--- config.mk ---
export PLATFORM = sky130hd
export DESIGN_NAME = edge_capture_pair
export DESIGN_NICKNAME = d
export VERILOG_FILES = /design/src/rtl/ecp_pkg.sv /design/src/rtl/ecp_pin_sync.sv /design/src/rtl/ecp_edge_detect.sv /design/src/rtl/ecp_capture.sv /design/src/rtl/ecp_ctrl_reg.sv /design/src/rtl/edge_capture_pair.sv
export SDC_FILE = /design/constraint.sdc
export NUM_CORES = 1
export LEC_CHECK = 0
export ABC_AREA = 1
export BUFFER_PORTS_ARGS = -buffer_cell sky130_fd_sc_hd__buf_2
export CORE_ASPECT_RATIO = 0.7
export CORE_UTILIZATION = 49
export CTS_CLUSTER_DIAMETER = 100
export DETAILED_ROUTE_END_ITERATION = 7
export PLACE_DENSITY_LB_ADDON = 0.08
export SLEW_MARGIN = 5
export SYNTH_ARGS = -nofsm -noshare
export SYNTH_HDL_FRONTEND = slang
export SYNTH_SLANG_ARGS = --single-unit
--- constraint.sdc ---
create_clock -name clk -period 1.5 [get_ports clk]
set_input_delay 0.375 -clock clk [delete_from_list [all_inputs] [get_ports clk]]
set_output_delay 0.375 -clock clk [all_outputs]
set_load 0.05 [all_outputs]
--- src/rtl/ecp_pkg.sv ---
package ecp_pkg;

  typedef enum logic [1:0] {
    EDGE_OFF  = 2'b00,
    EDGE_RISE = 2'b01,
    EDGE_FALL = 2'b10,
    EDGE_ANY  = 2'b11
  } edge_mode_e;

  // Bit order of the control byte, most significant first.
  typedef struct packed {
    logic [1:0] flag;   // [7] channel 1, [6] channel 0
    logic [1:0] en;     // [5] channel 1, [4] channel 0
    edge_mode_e mode1;  // [3:2]
    edge_mode_e mode0;  // [1:0]
  } ctrl_byte_t;

  localparam int NUM_CH = 2;

endpackage

--- src/rtl/ecp_pin_sync.sv ---
module ecp_pin_sync #(
  parameter int STAGES = 2
) (
  input  logic clk,
  input  logic rst_n,
  input  logic pin,
  output logic level,
  output logic level_d
);

  logic [STAGES-1:0] chain;

  generate
    if (STAGES == 1) begin : g_one
      always_ff @(posedge clk or negedge rst_n) begin
        if (!rst_n) chain <= '0;
        else        chain <= pin;
      end
    end else begin : g_many
      always_ff @(posedge clk or negedge rst_n) begin
        if (!rst_n) chain <= '0;
        else        chain <= {chain[STAGES-2:0], pin};
      end
    end
  endgenerate

  assign level = chain[STAGES-1];

  always_ff @(posedge clk or negedge rst_n) begin
    if (!rst_n) level_d <= 1'b0;
    else        level_d <= level;
  end

endmodule

--- src/rtl/ecp_edge_detect.sv ---
module ecp_edge_detect
  import ecp_pkg::*;
(
  input  logic       level,
  input  logic       level_d,
  input  edge_mode_e mode,
  output logic       hit
);

  logic went_up;
  logic went_down;

  assign went_up   = level & ~level_d;
  assign went_down = ~level & level_d;

  always_comb begin
    unique case (mode)
      EDGE_RISE: hit = went_up;
      EDGE_FALL: hit = went_down;
      EDGE_ANY:  hit = went_up | went_down;
      default:   hit = 1'b0;
    endcase
  end

endmodule

--- src/rtl/ecp_capture.sv ---
module ecp_capture #(
  parameter int WIDTH = 16
) (
  input  logic             clk,
  input  logic             rst_n,
  input  logic             hit,
  input  logic [WIDTH-1:0] timer_val,
  output logic [WIDTH-1:0] value
);

  always_ff @(posedge clk or negedge rst_n) begin
    if (!rst_n)   value <= '0;
    else if (hit) value <= timer_val;
  end

endmodule

--- src/rtl/ecp_ctrl_reg.sv ---
module ecp_ctrl_reg
  import ecp_pkg::*;
(
  input  logic              clk,
  input  logic              rst_n,
  input  logic              wr_sel,
  input  logic              rd_sel,
  input  logic              rmw,
  input  logic [7:0]        wdata,
  input  logic [NUM_CH-1:0] hit,
  output ctrl_byte_t        ctrl_q,
  output logic [7:0]        rdata
);

  ctrl_byte_t wr_view;
  ctrl_byte_t rd_view;

  assign wr_view = ctrl_byte_t'(wdata);

  always_ff @(posedge clk or negedge rst_n) begin
    if (!rst_n) begin
      ctrl_q <= '0;
    end else begin
      if (wr_sel) begin
        ctrl_q.en    <= wr_view.en;
        ctrl_q.mode1 <= wr_view.mode1;
        ctrl_q.mode0 <= wr_view.mode0;
      end
      for (int i = 0; i < NUM_CH; i++) begin
        // Hardware set dominates a software clear in the same cycle.
        ctrl_q.flag[i] <= hit[i] |
                          (ctrl_q.flag[i] & ~(wr_sel & ~wr_view.flag[i]));
      end
    end
  end

  always_comb begin
    rd_view = ctrl_q;
    if (rmw) rd_view.flag = '1;
    rdata = rd_sel ? 8'(rd_view) : 8'h00;
  end

endmodule

--- src/rtl/edge_capture_pair.sv ---
module edge_capture_pair
  import ecp_pkg::*;
#(
  parameter int              TIMER_W     = 16,
  parameter int              SYNC_STAGES = 2,
  parameter int              ADDR_W      = 4,
  parameter logic [ADDR_W-1:0] CTRL_ADDR = '0
) (
  input  logic               clk,
  input  logic               rst_n,
  input  logic [ADDR_W-1:0]  reg_addr,
  input  logic               reg_wr,
  input  logic [7:0]         reg_wdata,
  input  logic               reg_rmw,
  output logic [7:0]         reg_rdata,
  input  logic [1:0]         cap_pin,
  input  logic [TIMER_W-1:0] timer_val,
  output logic [TIMER_W-1:0] cap_data0,
  output logic [TIMER_W-1:0] cap_data1,
  output logic [1:0]         irq
);

  localparam int NCH = NUM_CH;

  logic               rd_sel;
  logic               wr_sel;
  ctrl_byte_t         ctrl_q;
  logic [NCH-1:0]     flag_vec;
  logic [NCH-1:0]     en_vec;
  logic [NCH-1:0]     hit;
  logic [NCH-1:0]     lvl;
  logic [NCH-1:0]     lvl_d;
  edge_mode_e         mode_vec [NCH];
  logic [TIMER_W-1:0] cap_q    [NCH];

  assign rd_sel = (reg_addr == CTRL_ADDR);
  assign wr_sel = rd_sel & reg_wr;

  ecp_ctrl_reg u_ctrl (
    .clk    (clk),
    .rst_n  (rst_n),
    .wr_sel (wr_sel),
    .rd_sel (rd_sel),
    .rmw    (reg_rmw),
    .wdata  (reg_wdata),
    .hit    (hit),
    .ctrl_q (ctrl_q),
    .rdata  (reg_rdata)
  );

  assign flag_vec    = ctrl_q.flag;
  assign en_vec      = ctrl_q.en;
  assign mode_vec[0] = ctrl_q.mode0;
  assign mode_vec[1] = ctrl_q.mode1;

  generate
    for (genvar c = 0; c < NCH; c++) begin : g_ch
      ecp_pin_sync #(.STAGES(SYNC_STAGES)) u_sync (
        .clk     (clk),
        .rst_n   (rst_n),
        .pin     (cap_pin[c]),
        .level   (lvl[c]),
        .level_d (lvl_d[c])
      );

      ecp_edge_detect u_det (
        .level   (lvl[c]),
        .level_d (lvl_d[c]),
        .mode    (mode_vec[c]),
        .hit     (hit[c])
      );

      ecp_capture #(.WIDTH(TIMER_W)) u_cap (
        .clk       (clk),
        .rst_n     (rst_n),
        .hit       (hit[c]),
        .timer_val (timer_val),
        .value     (cap_q[c])
      );
    end
  endgenerate

  assign cap_data0 = cap_q[0];
  assign cap_data1 = cap_q[1];
  assign irq       = flag_vec & en_vec;

endmodule

; ---- After elaboration in Yosys (flattened, before gate mapping)
; Index checks and enable logic that the tools add are counted.
[classes]
n_eq_ne = 6
muxes = 4
bitwise = 22
reduce_logical = 1
[ops]
columns = operator, n
row1 = $and A1 B1 Y1, 9
row2 = $eq A2 B2 Y1 const B, 4
row3 = $mux W8, 1
row4 = $not A1 Y1, 8
row5 = $pmux W1 S3, 2
row6 = $eq A2 B1 Y1 const B, 2
row7 = $logic_not A4 Y1, 1
row8 = $or A1 B1 Y1, 4
row9 = $and A2 B2 Y2, 1
row10 = $mux W2, 1
[totals]
register_bits = 46
inputBits = 34
out_inout_bits = 42
wordCells = 43

; ---- Logic depth before layout (Yosys ltp)
[logic_depth]
word_depth = 6
mapped_depth = 8

; ---- Modules after synthesis
; A second synthesis with hierarchy kept.
[hier_totals]
hier_cells = 228
hier_area_um2 = 1994.4
[by_module_without_submodules]
columns = module, n_inst, cells_each, area_per_inst_um2, seq_area_each_um2
row1 = ecp_capture, 2, 68, 644.4, 400.4
row2 = ecp_ctrl_reg, 1, 54, 387.9, 200.2
row3 = ecp_pin_sync, 2, 3, 75.1, 75.1
row4 = ecp_edge_detect, 2, 11, 63.8, 0.0
row5 = edge_capture_pair, 1, 10, 40.0, 0.0

; ---- Least setup slack after synthesis
; Ideal clock, no wire load.
[synth_path]
path_type = input to output
startpoint = in reg_addr[3]
endpoint = out reg_rdata[0]
arrival_time_ns = 1.406
required_ns = 1.125
path_slack_ns = -0.281
stages = 3
n_path_buf = 0
path_cell_list = nor2_1 nand2_1 nor2_1
[synth_via]
elab_chain_cells = 2
[synth_lines]
columns = element, line_no
row1 = "start, declared", edge_capture_pair.sv:11  ; input logic [ADDR_W-1:0] reg_addr,
row2 = $logic_not A4 Y1, edge_capture_pair.sv:36  ; assign rd_sel = (reg_addr == CTRL_ADDR);
row3 = $mux W8, ecp_ctrl_reg.sv:40  ; rdata = rd_sel ? 8'(rd_view) : 8'h00;
row4 = "end, declared", edge_capture_pair.sv:15  ; output logic [7:0] reg_rdata,
; No other way between the ends.

; ---- Worst setup path after layout
[layout_path]
startpoint = reg, netlist name u_ctrl.ctrl_q[6]
endpoint = out reg_rdata[6]
[layout_via]
elab_chain_cells = 2
[layout_lines]
columns = element, line_no
row1 = $mux W2, ecp_ctrl_reg.sv:39  ; if (rmw) rd_view.flag = '1;
row2 = $mux W8, ecp_ctrl_reg.sv:40
; No other way between the ends.

==> results.yml <==
status:
  status: "finished, final reports clean"
clock_network:
  clock_path_buffers: 2
  clkSinkCount: 46
  clk_pin_slew_ns: 0.09
  cts_inserted_buffers: 5
  tritoncts: "done"
  htree_levels: 2
  clk_latency_ns: 0.31
  cts_root_buf: "clkbuf_8"
critical_path:
  cp_cell_sequence: "nor2_2 > nor2_4 > buf_8"
  worst-path-buf-inv: 1
  arrival_ns: 1.09
  worst-path-max-fanout: 3
  cp_top_family: "flip-flops"
  critPathCaptureType: "primary output"
  critPathLaunchType: "flip-flop"
  required_ns: 1.12
  critical_path_class: "flip-flop to primary output"
  slowest_stage: "dfrtp_1"
  max_stage_delay_ns: 0.42
grt:
  antenna_found_initial: 0
  grt_pass1_wl_um: 7940
  grt_overflow: 0
  grt_pass1_vias: 1629
  grt_max_degree: 47
  grt_usage_pct: 23.3
die:
  dieArea_sq_um: 4720
  die_height_um: 57.8
  io_pins: 76
  start_util_pct: 53.2
  rows: 19
  core_area_sq_um: 4090
  die_w_um: 81.7
detailed_routing:
  vias: 1871
  drtPass1Iterations: 4
  drcViolationCount: 0
  first_iter_violations: 134
  wl_per_cell_um: 14.0
  ant_nets: 0
  wl_um: 5130
  vias_per_cell: 5.11
synth:
  synthFlopType: "dfrtp_1"
  synthCells: 233
  synth-warning-count: 0
  synth_top_cells_by_count: "nand2_1, nand3_1, dfrtp_1, inv_1"
  ys_types: 17
  syn_area_per_cell_sq_um: 9.34
  syn_area_sq_um: 2180
  syn_nets: 271
  ys_ff_latch: 46
  yosys.area.top_type: "dfrtp_1"
  ys_async_sr_fraction_pct: 100
  yosysTopAreaCellShare_pct: 52.9
  yosysSeqAreaShare_pct: 52.9
  synthTopCellsByArea: "dfrtp_1, nand3_1, nand2_1"
  synth_edf_count: 0
pwr:
  power.leakage_nw: 1.50
  vdd_drop_max_uv: 1860
  p_comb_share_pct: 52.0
  p_clk_share_pct: 15.0
  net-switching-power_w: 0.00320
  p_seq_share_pct: 33.0
  internal_power_w: 0.00299
  powerDensity_nw_per_um2: 2160
  switching_share_pct: 51.7
sta:
  finalHoldViolCount: 0
  slew_violations: 0
  finalSetupTns_ns: 0
  max_clock_freq_ghz: 0.681
  fin_skew_ns: 0.00333
  worst_pin_slew_ns: 0.334
  setup_ws_ns: 0.0309
  rsz0062_at_grt: "true"
  slew_headroom_pct: 77.7
  hold_ws_ns: 0.0250
  period_needed_ns: 1.47
  period_share_pct: 97.9
  setup_viol: 0
placed_design:
  pre_cts_ws_ns: -0.160
  port_buffers: 75
  dp_hpwl_um: 3610
  place.gp.congestion: 0.761
  place_area_sq_um: 2640
worst_hold_path:
  holdCritPathClass: "primary input to asynchronous set/reset pin"
finish:
  design_area_sq_um: 2870
  regArea_sq_um: 1150
  multiInputGateArea_sq_um: 941
  nets: 351
  area_delta_synth_final_pct: 31.7
  fillers: 348
  drive_gt1_share_pct: 40.4
  diodes: 0
  fin_util_pct: 70.1
flow_run:
  cap_viol_max_count: 0
[worst paths after layout]
check | cells past startpoint | startpoint | slack, ns | end
worst max-delay path | 3 | u_ctrl.ctrl_q[6] | 0.03 | reg_rdata[6]
worst min-delay path | 2 | rst_n | 0.02 | g_ch[0].u_cap.value[3]
worst max register to register | 6 | g_ch[0].u_sync.chain[1] | 0.14 | g_ch[0].u_cap.value[12]
worst min register to register | 0 | g_ch[1].u_sync.chain[0] | 0.36 | g_ch[1].u_sync.chain[1]
max in group asynchronous | 2 | rst_n | 1.24 | u_ctrl.ctrl_q[1]
min in group clk | 1 | cap_pin[1] | 0.17 | g_ch[1].u_sync.chain[0]
[worst register-to-register path, stage by stage (launching register included)]
cell	delay, ns
dfrtp_1	0.41
ha_1	0.31
inv_1	0.05
nand2_1	0.09
nand3_4	0.19
nand3_1	0.16
nand2_1	0.06
[layer usage]
layer  share of wire [%]  GRT usage (%)  vias to the layer above
met2                  43           31.8                       68
li1                    -              -                      916
met3                 7.6           7.72                        7
met5                   0              0                        -
met1                  48           34.3                      880
met4                 1.4           9.02                        0
[logic make-up after synthesis]
| kind of cell | Yosys count | share of synthesized area (%) |
|---|---|---|
| simple gates | 144 | 34.9 |
| fa+ha+maj | 4 | 2.30 |
| flops | 46 | 52.9 |
| buf+inv | 33 | 8.56 |
| compound gates | 6 | 1.38 |
[stage by stage]
stage | instances | total power, W
floorplan | 233 | 0.00452
global placement | 355 | 0.00519
detailed placement | 355 | 0.00524
CTS | 363 | 0.00619
global route | 366 | 0.00650
finish | 366 | 0.00620
[state kept, by name, indices dropped and copies added (netlist names)]
register	count
g_ch.u_cap.value	32
g_ch.u_sync.chain	4
g_ch.u_sync.level_d	2
u_ctrl.ctrl_q	8
[what timing repair did]
item | 4_1_cts | 5_1_grt
pin swaps | 1 | 3
gates cloned | 0 | 0
setup buffers | 0 | 3
gates resized for setup | 22 | 6
hold buffers | 0 | 0
endpoints found under the setup margin | 8 | 23
[cell type report]
class                           instances  share of cell area [%]
Clock buffer                            7                    2.66
Clock inverter                          1                    1.05
Inverter                               24                    3.14
Multi-Input combinational cell        154                    32.8
Sequential cell                        46                    40.3
Tap cell                               52                    2.27
Timing Repair Buffer                   82                    17.8
[cells in the final DEF (no fill, tap or decap), types with 6 or more instances in the layout]
master / synthesis / routed
buf_2: 1 / 65
buf_4: 2 / 6
buf_6: 5 / 8
dfrtp_1: 46 / 43
inv_1: 20 / 20
nand2_1: 55 / 54
nand3_1: 55 / 55
nand3_2: 12 / 11
nor2_4: 0 / 10
o21ai_1: 6 / 6
[power groups by stage]
stage                     logic (W)  clock network, W  registers (W)
after floorplan            0.000904                 0        0.00361
after global placement      0.00313                 0        0.00206
after detailed placement    0.00317                 0        0.00207
after CTS                   0.00319          0.000935        0.00206
after global routing        0.00341          0.000993        0.00210
final                       0.00322          0.000931        0.00205
Power figures use the tool's default switching activity.
